`config.mk`:
```
export PLATFORM = sky130hd
export DESIGN_NAME = ecmb_port
export DESIGN_NICKNAME = d
export VERILOG_FILES = /design/src/rtl/ecmb_pkg.sv /design/src/rtl/ecmb_ibf_timer.sv /design/src/rtl/ecmb_seq.sv /design/src/rtl/ecmb_obuf.sv /design/src/rtl/ecmb_port.sv
export SDC_FILE = /design/constraint.sdc
export NUM_CORES = 1
export LEC_CHECK = 0
export CORE_ASPECT_RATIO = 1.25
export CORE_MARGIN = 1.5
export CORE_UTILIZATION = 50
export CTS_CLUSTER_SIZE = 16
export DETAILED_ROUTE_END_ITERATION = 7
export DONT_BUFFER_PORTS = 1
export GPL_TIMING_DRIVEN = 0
export HOLD_SLACK_MARGIN = 0.1
export PLACE_DENSITY = 0.71
export RECOVER_POWER = 100
export SLEW_MARGIN = 15
export SYNTH_ARGS = -nofsm -noshare
export SYNTH_HDL_FRONTEND = slang
export SYNTH_SLANG_ARGS = --single-unit
```
`constraint.sdc`:
```
create_clock -name clk -period 1.8 [get_ports clk]
set_clock_uncertainty 0.15 [all_clocks]
set_input_delay 0 -clock clk [delete_from_list [all_inputs] [get_ports clk]]
set_output_delay 0 -clock clk [all_outputs]
set_load 0.02 [all_outputs]
```
`src/rtl/ecmb_pkg.sv`:
```
package ecmb_pkg;
  localparam int BYTE_W = 8;
  localparam logic [BYTE_W-1:0] CMD_READ  = 8'h80;
  localparam logic [BYTE_W-1:0] CMD_WRITE = 8'h81;
  localparam int OFS_DATA = 0;
  localparam int OFS_CTRL = 4;

  typedef enum logic [2:0] {
    S_IDLE, S_RD_ADDR, S_RD_WAIT, S_WR_ADDR, S_WR_DATA
  } seq_state_t;

  typedef enum logic [1:0] {OP_NONE, OP_READ, OP_WRITE} op_t;

  function automatic op_t decode_cmd(input logic [BYTE_W-1:0] b);
    if (b == CMD_READ)       return OP_READ;
    else if (b == CMD_WRITE) return OP_WRITE;
    else                     return OP_NONE;
  endfunction

  function automatic logic [BYTE_W-1:0] pack_status(input logic busy,
                                                    input logic ready);
    return {{(BYTE_W-2){1'b0}}, busy, ready};
  endfunction
endpackage

```
`src/rtl/ecmb_ibf_timer.sv`:
```
module ecmb_ibf_timer #(
  parameter int CONSUME_CYCLES = 2
) (
  input  logic clk,
  input  logic rst_n,
  input  logic load,
  output logic busy,
  output logic consume
);
  localparam int CW = $clog2(CONSUME_CYCLES + 1);
  localparam logic [CW-1:0] CNT_LOAD = CW'(CONSUME_CYCLES);
  localparam logic [CW-1:0] CNT_LAST = CW'(1);

  logic [CW-1:0] cnt;

  assign consume = busy && (cnt == CNT_LAST);

  always_ff @(posedge clk) begin
    if (!rst_n) begin
      busy <= 1'b0;
      cnt  <= '0;
    end else if (load) begin
      busy <= 1'b1;
      cnt  <= CNT_LOAD;
    end else if (consume) begin
      busy <= 1'b0;
      cnt  <= '0;
    end else if (busy) begin
      cnt  <= cnt - CNT_LAST;
    end
  end

  p_busy_set_r3: assert property (@(posedge clk) disable iff (!rst_n)
    load |=> busy);
  p_busy_clear_r3: assert property (@(posedge clk) disable iff (!rst_n)
    (consume && !load) |=> !busy);
  p_cnt_range_r3: assert property (@(posedge clk) disable iff (!rst_n)
    busy |-> (cnt >= CNT_LAST && cnt <= CNT_LOAD));
endmodule

```
`src/rtl/ecmb_seq.sv`:
```
module ecmb_seq
  import ecmb_pkg::*;
#(
  parameter int AW = 8
) (
  input  logic              clk,
  input  logic              rst_n,
  input  logic              load,
  input  logic              load_is_cmd,
  input  logic [BYTE_W-1:0] load_byte,
  input  logic              consume,
  output logic              rs_req,
  output logic              rs_we,
  output logic [AW-1:0]     rs_addr,
  output logic [BYTE_W-1:0] rs_wdata,
  output logic              capture
);
  seq_state_t        state;
  logic [BYTE_W-1:0] pend_byte;
  logic              pend_cmd;
  logic [AW-1:0]     wr_addr;
  logic              cmd_done;
  logic              data_done;

  assign cmd_done  = consume && pend_cmd;
  assign data_done = consume && !pend_cmd;

  always_ff @(posedge clk) begin
    if (!rst_n) begin
      pend_byte <= '0;
      pend_cmd  <= 1'b0;
    end else if (load) begin
      pend_byte <= load_byte;
      pend_cmd  <= load_is_cmd;
    end
  end

  always_ff @(posedge clk) begin
    if (!rst_n) begin
      state   <= S_IDLE;
      wr_addr <= '0;
    end else if (cmd_done) begin
      case (decode_cmd(pend_byte))
        OP_READ:  state <= S_RD_ADDR;
        OP_WRITE: state <= S_WR_ADDR;
        default:  state <= S_IDLE;
      endcase
    end else if (state == S_RD_WAIT) begin
      state <= S_IDLE;
    end else if (data_done) begin
      case (state)
        S_RD_ADDR: state <= S_RD_WAIT;
        S_WR_ADDR: begin
          wr_addr <= pend_byte[AW-1:0];
          state   <= S_WR_DATA;
        end
        S_WR_DATA: state <= S_IDLE;
        default:   state <= S_IDLE;
      endcase
    end
  end

  assign rs_req   = data_done && (state == S_RD_ADDR || state == S_WR_DATA);
  assign rs_we    = (state == S_WR_DATA);
  assign rs_addr  = (state == S_RD_ADDR) ? pend_byte[AW-1:0] : wr_addr;
  assign rs_wdata = pend_byte;
  assign capture  = (state == S_RD_WAIT);

  p_strobe_single_r10: assert property (@(posedge clk) disable iff (!rst_n)
    rs_req |=> !rs_req);
  p_capture_after_read_r4: assert property (@(posedge clk) disable iff (!rst_n)
    capture |-> $past(rs_req && !rs_we));
  p_cmd_restarts_r8: assert property (@(posedge clk) disable iff (!rst_n)
    cmd_done |=> (state == S_IDLE || state == S_RD_ADDR || state == S_WR_ADDR));
  p_idle_data_quiet_r9: assert property (@(posedge clk) disable iff (!rst_n)
    (data_done && state == S_IDLE) |-> !rs_req);
endmodule

```
`src/rtl/ecmb_obuf.sv`:
```
module ecmb_obuf
  import ecmb_pkg::*;
(
  input  logic              clk,
  input  logic              rst_n,
  input  logic              capture,
  input  logic [BYTE_W-1:0] din,
  input  logic              clear,
  output logic              ready,
  output logic [BYTE_W-1:0] dout
);
  always_ff @(posedge clk) begin
    if (!rst_n) begin
      ready <= 1'b0;
      dout  <= '0;
    end else if (capture) begin
      ready <= 1'b1;
      dout  <= din;
    end else if (clear) begin
      ready <= 1'b0;
    end
  end

  p_ready_clear_r6: assert property (@(posedge clk) disable iff (!rst_n)
    (clear && !capture) |=> !ready);
  p_ready_set_r4: assert property (@(posedge clk) disable iff (!rst_n)
    capture |=> (ready && dout == $past(din)));
endmodule

```
`src/rtl/ecmb_port.sv`:
```
module ecmb_port
  import ecmb_pkg::*;
#(
  parameter int CONSUME_CYCLES = 2,
  parameter int AW             = 8,
  parameter int HA_W           = 3
) (
  input  logic              clk,
  input  logic              rst_n,
  input  logic [HA_W-1:0]   host_addr,
  input  logic              host_wr,
  input  logic              host_rd,
  input  logic [BYTE_W-1:0] host_wdata,
  output logic [BYTE_W-1:0] host_rdata,
  output logic              rs_req,
  output logic              rs_we,
  output logic [AW-1:0]     rs_addr,
  output logic [BYTE_W-1:0] rs_wdata,
  input  logic [BYTE_W-1:0] rs_rdata
);
  logic              sel_data, sel_ctrl;
  logic              wr_accept;
  logic              busy, consume, capture, ready;
  logic [BYTE_W-1:0] obuf;

  assign sel_data  = (host_addr == HA_W'(OFS_DATA));
  assign sel_ctrl  = (host_addr == HA_W'(OFS_CTRL));
  assign wr_accept = host_wr && (sel_data || sel_ctrl);

  ecmb_ibf_timer #(.CONSUME_CYCLES(CONSUME_CYCLES)) u_timer (
    .clk(clk), .rst_n(rst_n), .load(wr_accept),
    .busy(busy), .consume(consume)
  );

  ecmb_seq #(.AW(AW)) u_seq (
    .clk(clk), .rst_n(rst_n), .load(wr_accept), .load_is_cmd(sel_ctrl),
    .load_byte(host_wdata), .consume(consume),
    .rs_req(rs_req), .rs_we(rs_we), .rs_addr(rs_addr),
    .rs_wdata(rs_wdata), .capture(capture)
  );

  ecmb_obuf u_obuf (
    .clk(clk), .rst_n(rst_n), .capture(capture), .din(rs_rdata),
    .clear(host_rd && sel_data), .ready(ready), .dout(obuf)
  );

  always_comb begin
    if (sel_ctrl)      host_rdata = pack_status(busy, ready);
    else if (sel_data) host_rdata = obuf;
    else               host_rdata = '0;
  end

  p_other_ofs_ignored_r2: assert property (@(posedge clk) disable iff (!rst_n)
    (host_wr && !sel_data && !sel_ctrl && !busy) |=> !busy);
  p_status_upper_zero_r2: assert property (@(posedge clk) disable iff (!rst_n)
    sel_ctrl |-> (host_rdata[BYTE_W-1:2] == '0));
endmodule

```
==> results.yml <==
synthesis:
  synthArstFlopShare_pct: 0
  yosysSeqAreaShare_pct: 44.1
  yosysTopAreaCell: "dfxtp_1"
  synth_edf_count: 0
  synthCells: 163
  ys_warn_count: 0
  synth.distinct_cells: 29
  postSynthAreaPerCell_um2: 8.92
  syn_area_mm2: 0.00145
  synth_seq_cells: 32
  ys.flop_type: "dfxtp_1"
  yosys.area.top_type_share_pct: 44.1
  syn_nets: 187
  ys_top_cells_by_area: "dfxtp_1, mux2i_1, a21oi_1"
die:
  core_area_mm2: 0.00273
  die_w_um: 51.2
  start_util_pct: 53.2
  pin_count: 49
  fp-row-count: 21
  die_area_mm2: 0.00324
  fp.dieH_um: 63.3
sta:
  finalMaxSlewViolations: 0
  slew_headroom_pct: 56.4
  tns_ns: 0
  max_freq_mhz: 571
  worst-slew-pin-transition_ns: 0.650
  rsz0062_at_grt: "false"
  fin_crit_ns: 1.75
  setup_violations: 0
  finalHoldViolCount: 0
  period_share_pct: 97.3
  fin_ws_ns: 0.0486
placement:
  dp.cells: 197
  io_buffer_count: 0
  gp_congestion: 0.831
  pre_cts_slack_ns: -0.0520
  dp_hpwl_mm: 2.27
cells_and_area:
  area_growth_pct: 37.1
  finalNonFillerCells: 246
  drive_gt1_share_pct: 12.7
  n_antenna_cell: 0
  nets: 235
grt:
  use_met1_pct: 32.3
  grt-ovfl-total: 0
  first_global_vias: 1446
  antenna_found_initial: 0
  grt_pass1_wl_mm: 6.70
  grt_max_degree: 11
  use_met3_pct: 8.06
  grt_use_met2_pct: 45.9
  top_usage_layer: "met2"
  track_usage_pct: 27.2
power_and_ir_drop:
  finalPower_mw: 1.29
  p_per_area_mw_per_mm2: 648
  p_int_uw: 978
  sw_frac_of_total_pct: 24.3
  pwr-share-clk_pct: 33.8
  power_frac_comb_pct: 8.8
  pwr-share-seq_pct: 57.4
  p_switching_uw: 313
  cellLeakagePower_nw: 0.706
  peakVddDrop_mv: 0.666
detailed_routing:
  vias: 1405
  wl_per_cell_um: 16.1
  drt_iter0_drc: 37
  route.detailed.drc: 0
  drt-total-wl_mm: 3.95
  firstDrtPassIters: 4
  antenna_left: 0
  routed_via_density: 5.71
critical_path:
  worstSetupPathType: "in2reg"
  cp-end-kind: "register"
  crit_path_cell_trace: "dlygate4sd3_1 > nand2_1 > dlygate4sd3_1 > a21oi_1 > dlygate4sd3_1"
  critPathArrivalTime_ns: 1.89
  worstSetupStartpointType: "input pin"
  crit_slowest_cell: "dlygate4sd3_1"
  cp_slowest_stage_delay_ns: 0.59
  critPathBufInv: 3
  worst_ep_required_time_ns: 1.93
  path_common_cell: "dlygate4sd3_1"
  crit_family: "buffers and inverters"
  crit_fanout: 1
clock_tree:
  cts_max_level: 2
  cts_tree: "yes"
  clock-sinks: 32
  worstSkewPairLatency_ns: 0.34
  cts.path.max_buffers: 2
  clk_pin_slew_ns: 0.10
  numCtsBuffers: 5
  clk_root_buffer_cell: "clkbuf_4"
  cts_setup_buffers: 0
run:
  cap_viol_max_count: 0
outcome:
  status: "finished clean"
min_path:
  min_path_type: "in2out"
stage by stage:
stage / utilization, % / cell area, um^2 / hold WS [ns]
2_1_floorplan: - / 1450 / -0.0669
3_3_place_gp: 54.8 / 1500 / -0.0634
3_5_place_dp: 54.8 / 1500 / -0.0644
4_1_cts: 72.6 / 1980 / 0.109
5_1_grt: 72.9 / 1990 / 0.149
6_report: 72.9 / 1990 / 0.141
cell type report:
cell class,instances,area (um^2)
multi-input cells,120,781
fillers,204,739
flip-flops and latches,32,643
repair buffers,41,413
clock buffers,8,58.8
plain buffers,9,47.5
well taps,34,42.5
inverters,2,7.51
power by group through the flow:
stage	sequential, mW	clock [mW]	combinational, mW
3_3_place_gp	0.756	0	0.0504
6_report	0.741	0.437	0.113
5_1_grt	0.743	0.474	0.124
2_1_floorplan	0.752	0	0.0424
4_1_cts	0.741	0.443	0.107
3_5_place_dp	0.757	0	0.0530
registers in the layout, indices dropped and copies added, names as in the netlist:
signal,flops
u_seq.rs_wdata,8
u_seq.wr_addr,8
u_seq.pend_cmd,1
u_timer.cnt,2
u_obuf.dout,8
u_obuf.ready,1
u_timer.busy,1
u_seq.state,3
repair_timing:
item                                    4_1_cts  5_1_grt
hold endpoints to repair                     34        0
hold buffers                                 41        0
gates resized for setup                       4        8
gates cloned                                  0        0
endpoints found under the setup margin        1       19
worst register-to-register path: cells and delay by family, from the launching register on:
kind	cells	cell delay [ns]
buffers and inverters	2	0.74
flip-flops	1	0.47
AO/OA/AOI/OAI	1	0.20
AND/OR/NAND/NOR	1	0.08
Yosys cell counts, types with 2 or more instances:
cell and number:
a21oi_1 20, a31oi_1 2, and2_1 7, buf_4 4, clkbuf_1 4, dfxtp_1 32
inv_1 2, mux2_2 8, mux2i_1 11, nand2_1 22, nand2b_1 2, nand3_1 9
nand3b_1 2, nor2_1 10, nor3_1 5, nor3b_2 3, o21ai_0 8
worst paths after layout:
kind / from / to / slack (ns) / depth (start not counted)
worst max-delay path: host_wdata[7] / u_seq.rs_wdata[7]$_SDFFE_PN0P_ / 0.05 / 5
worst min-delay path: host_addr[2] / host_rdata[0] / 0.14 / 2
worst min register to register: u_seq.wr_addr[6]$_SDFFE_PN0P_ / u_seq.wr_addr[6]$_SDFFE_PN0P_ / 0.33 / 2
worst max register to register: u_seq.state[2]$_SDFFE_PN0P_ / u_obuf.ready$_SDFFE_PN0P_ / 0.06 / 4
kinds of logic (layout without fill, tap and decap cells):
| kind of cell | Yosys count | after routing | share of synthesized area [%] |
|---|---|---|---|
| buffers and inverters | 11 | 60 | 4.39 |
| adders and majority gates | 1 | 1 | 0.860 |
| AOI/OAI and AO/OA | 33 | 33 | 12.0 |
| muxes | 19 | 19 | 13.8 |
| and+or+nand+nor | 67 | 67 | 24.9 |
| DFF | 32 | 32 | 44.1 |
metal layers:
metal / share of wire, % / up-vias
met4: 1.3 / 0
met2: 53 / 49
met1: 39 / 682
met3: 5.8 / 7
li1: - / 667
met5: 0 / -
cells in the final DEF (no fill, tap or decap), drive strengths merged:
cell,netlist,final
dlygate4sd3,0,40
dfxtp,32,32
nand2,22,22
a21oi,20,20
clkbuf,4,13
mux2i,11,11
nor2,10,10
nand3,9,9
o21ai,8,8
mux2,8,8
and2,7,7
nor3,5,5
buf,5,4
nor3b,4,4
inv,2,2
nand3b,2,2
a31oi,2,2
nand2b,2,2
and4bb,1,1
nand4bb,1,1
or3b,1,1
o211ai,1,1
nor4bb,1,1
nor4,1,1
nand4,1,1
a21boi,1,1
o21a,1,1
ha,1,1
dlymetal6s4s,0,1
Power figures use the tool's default switching activity.
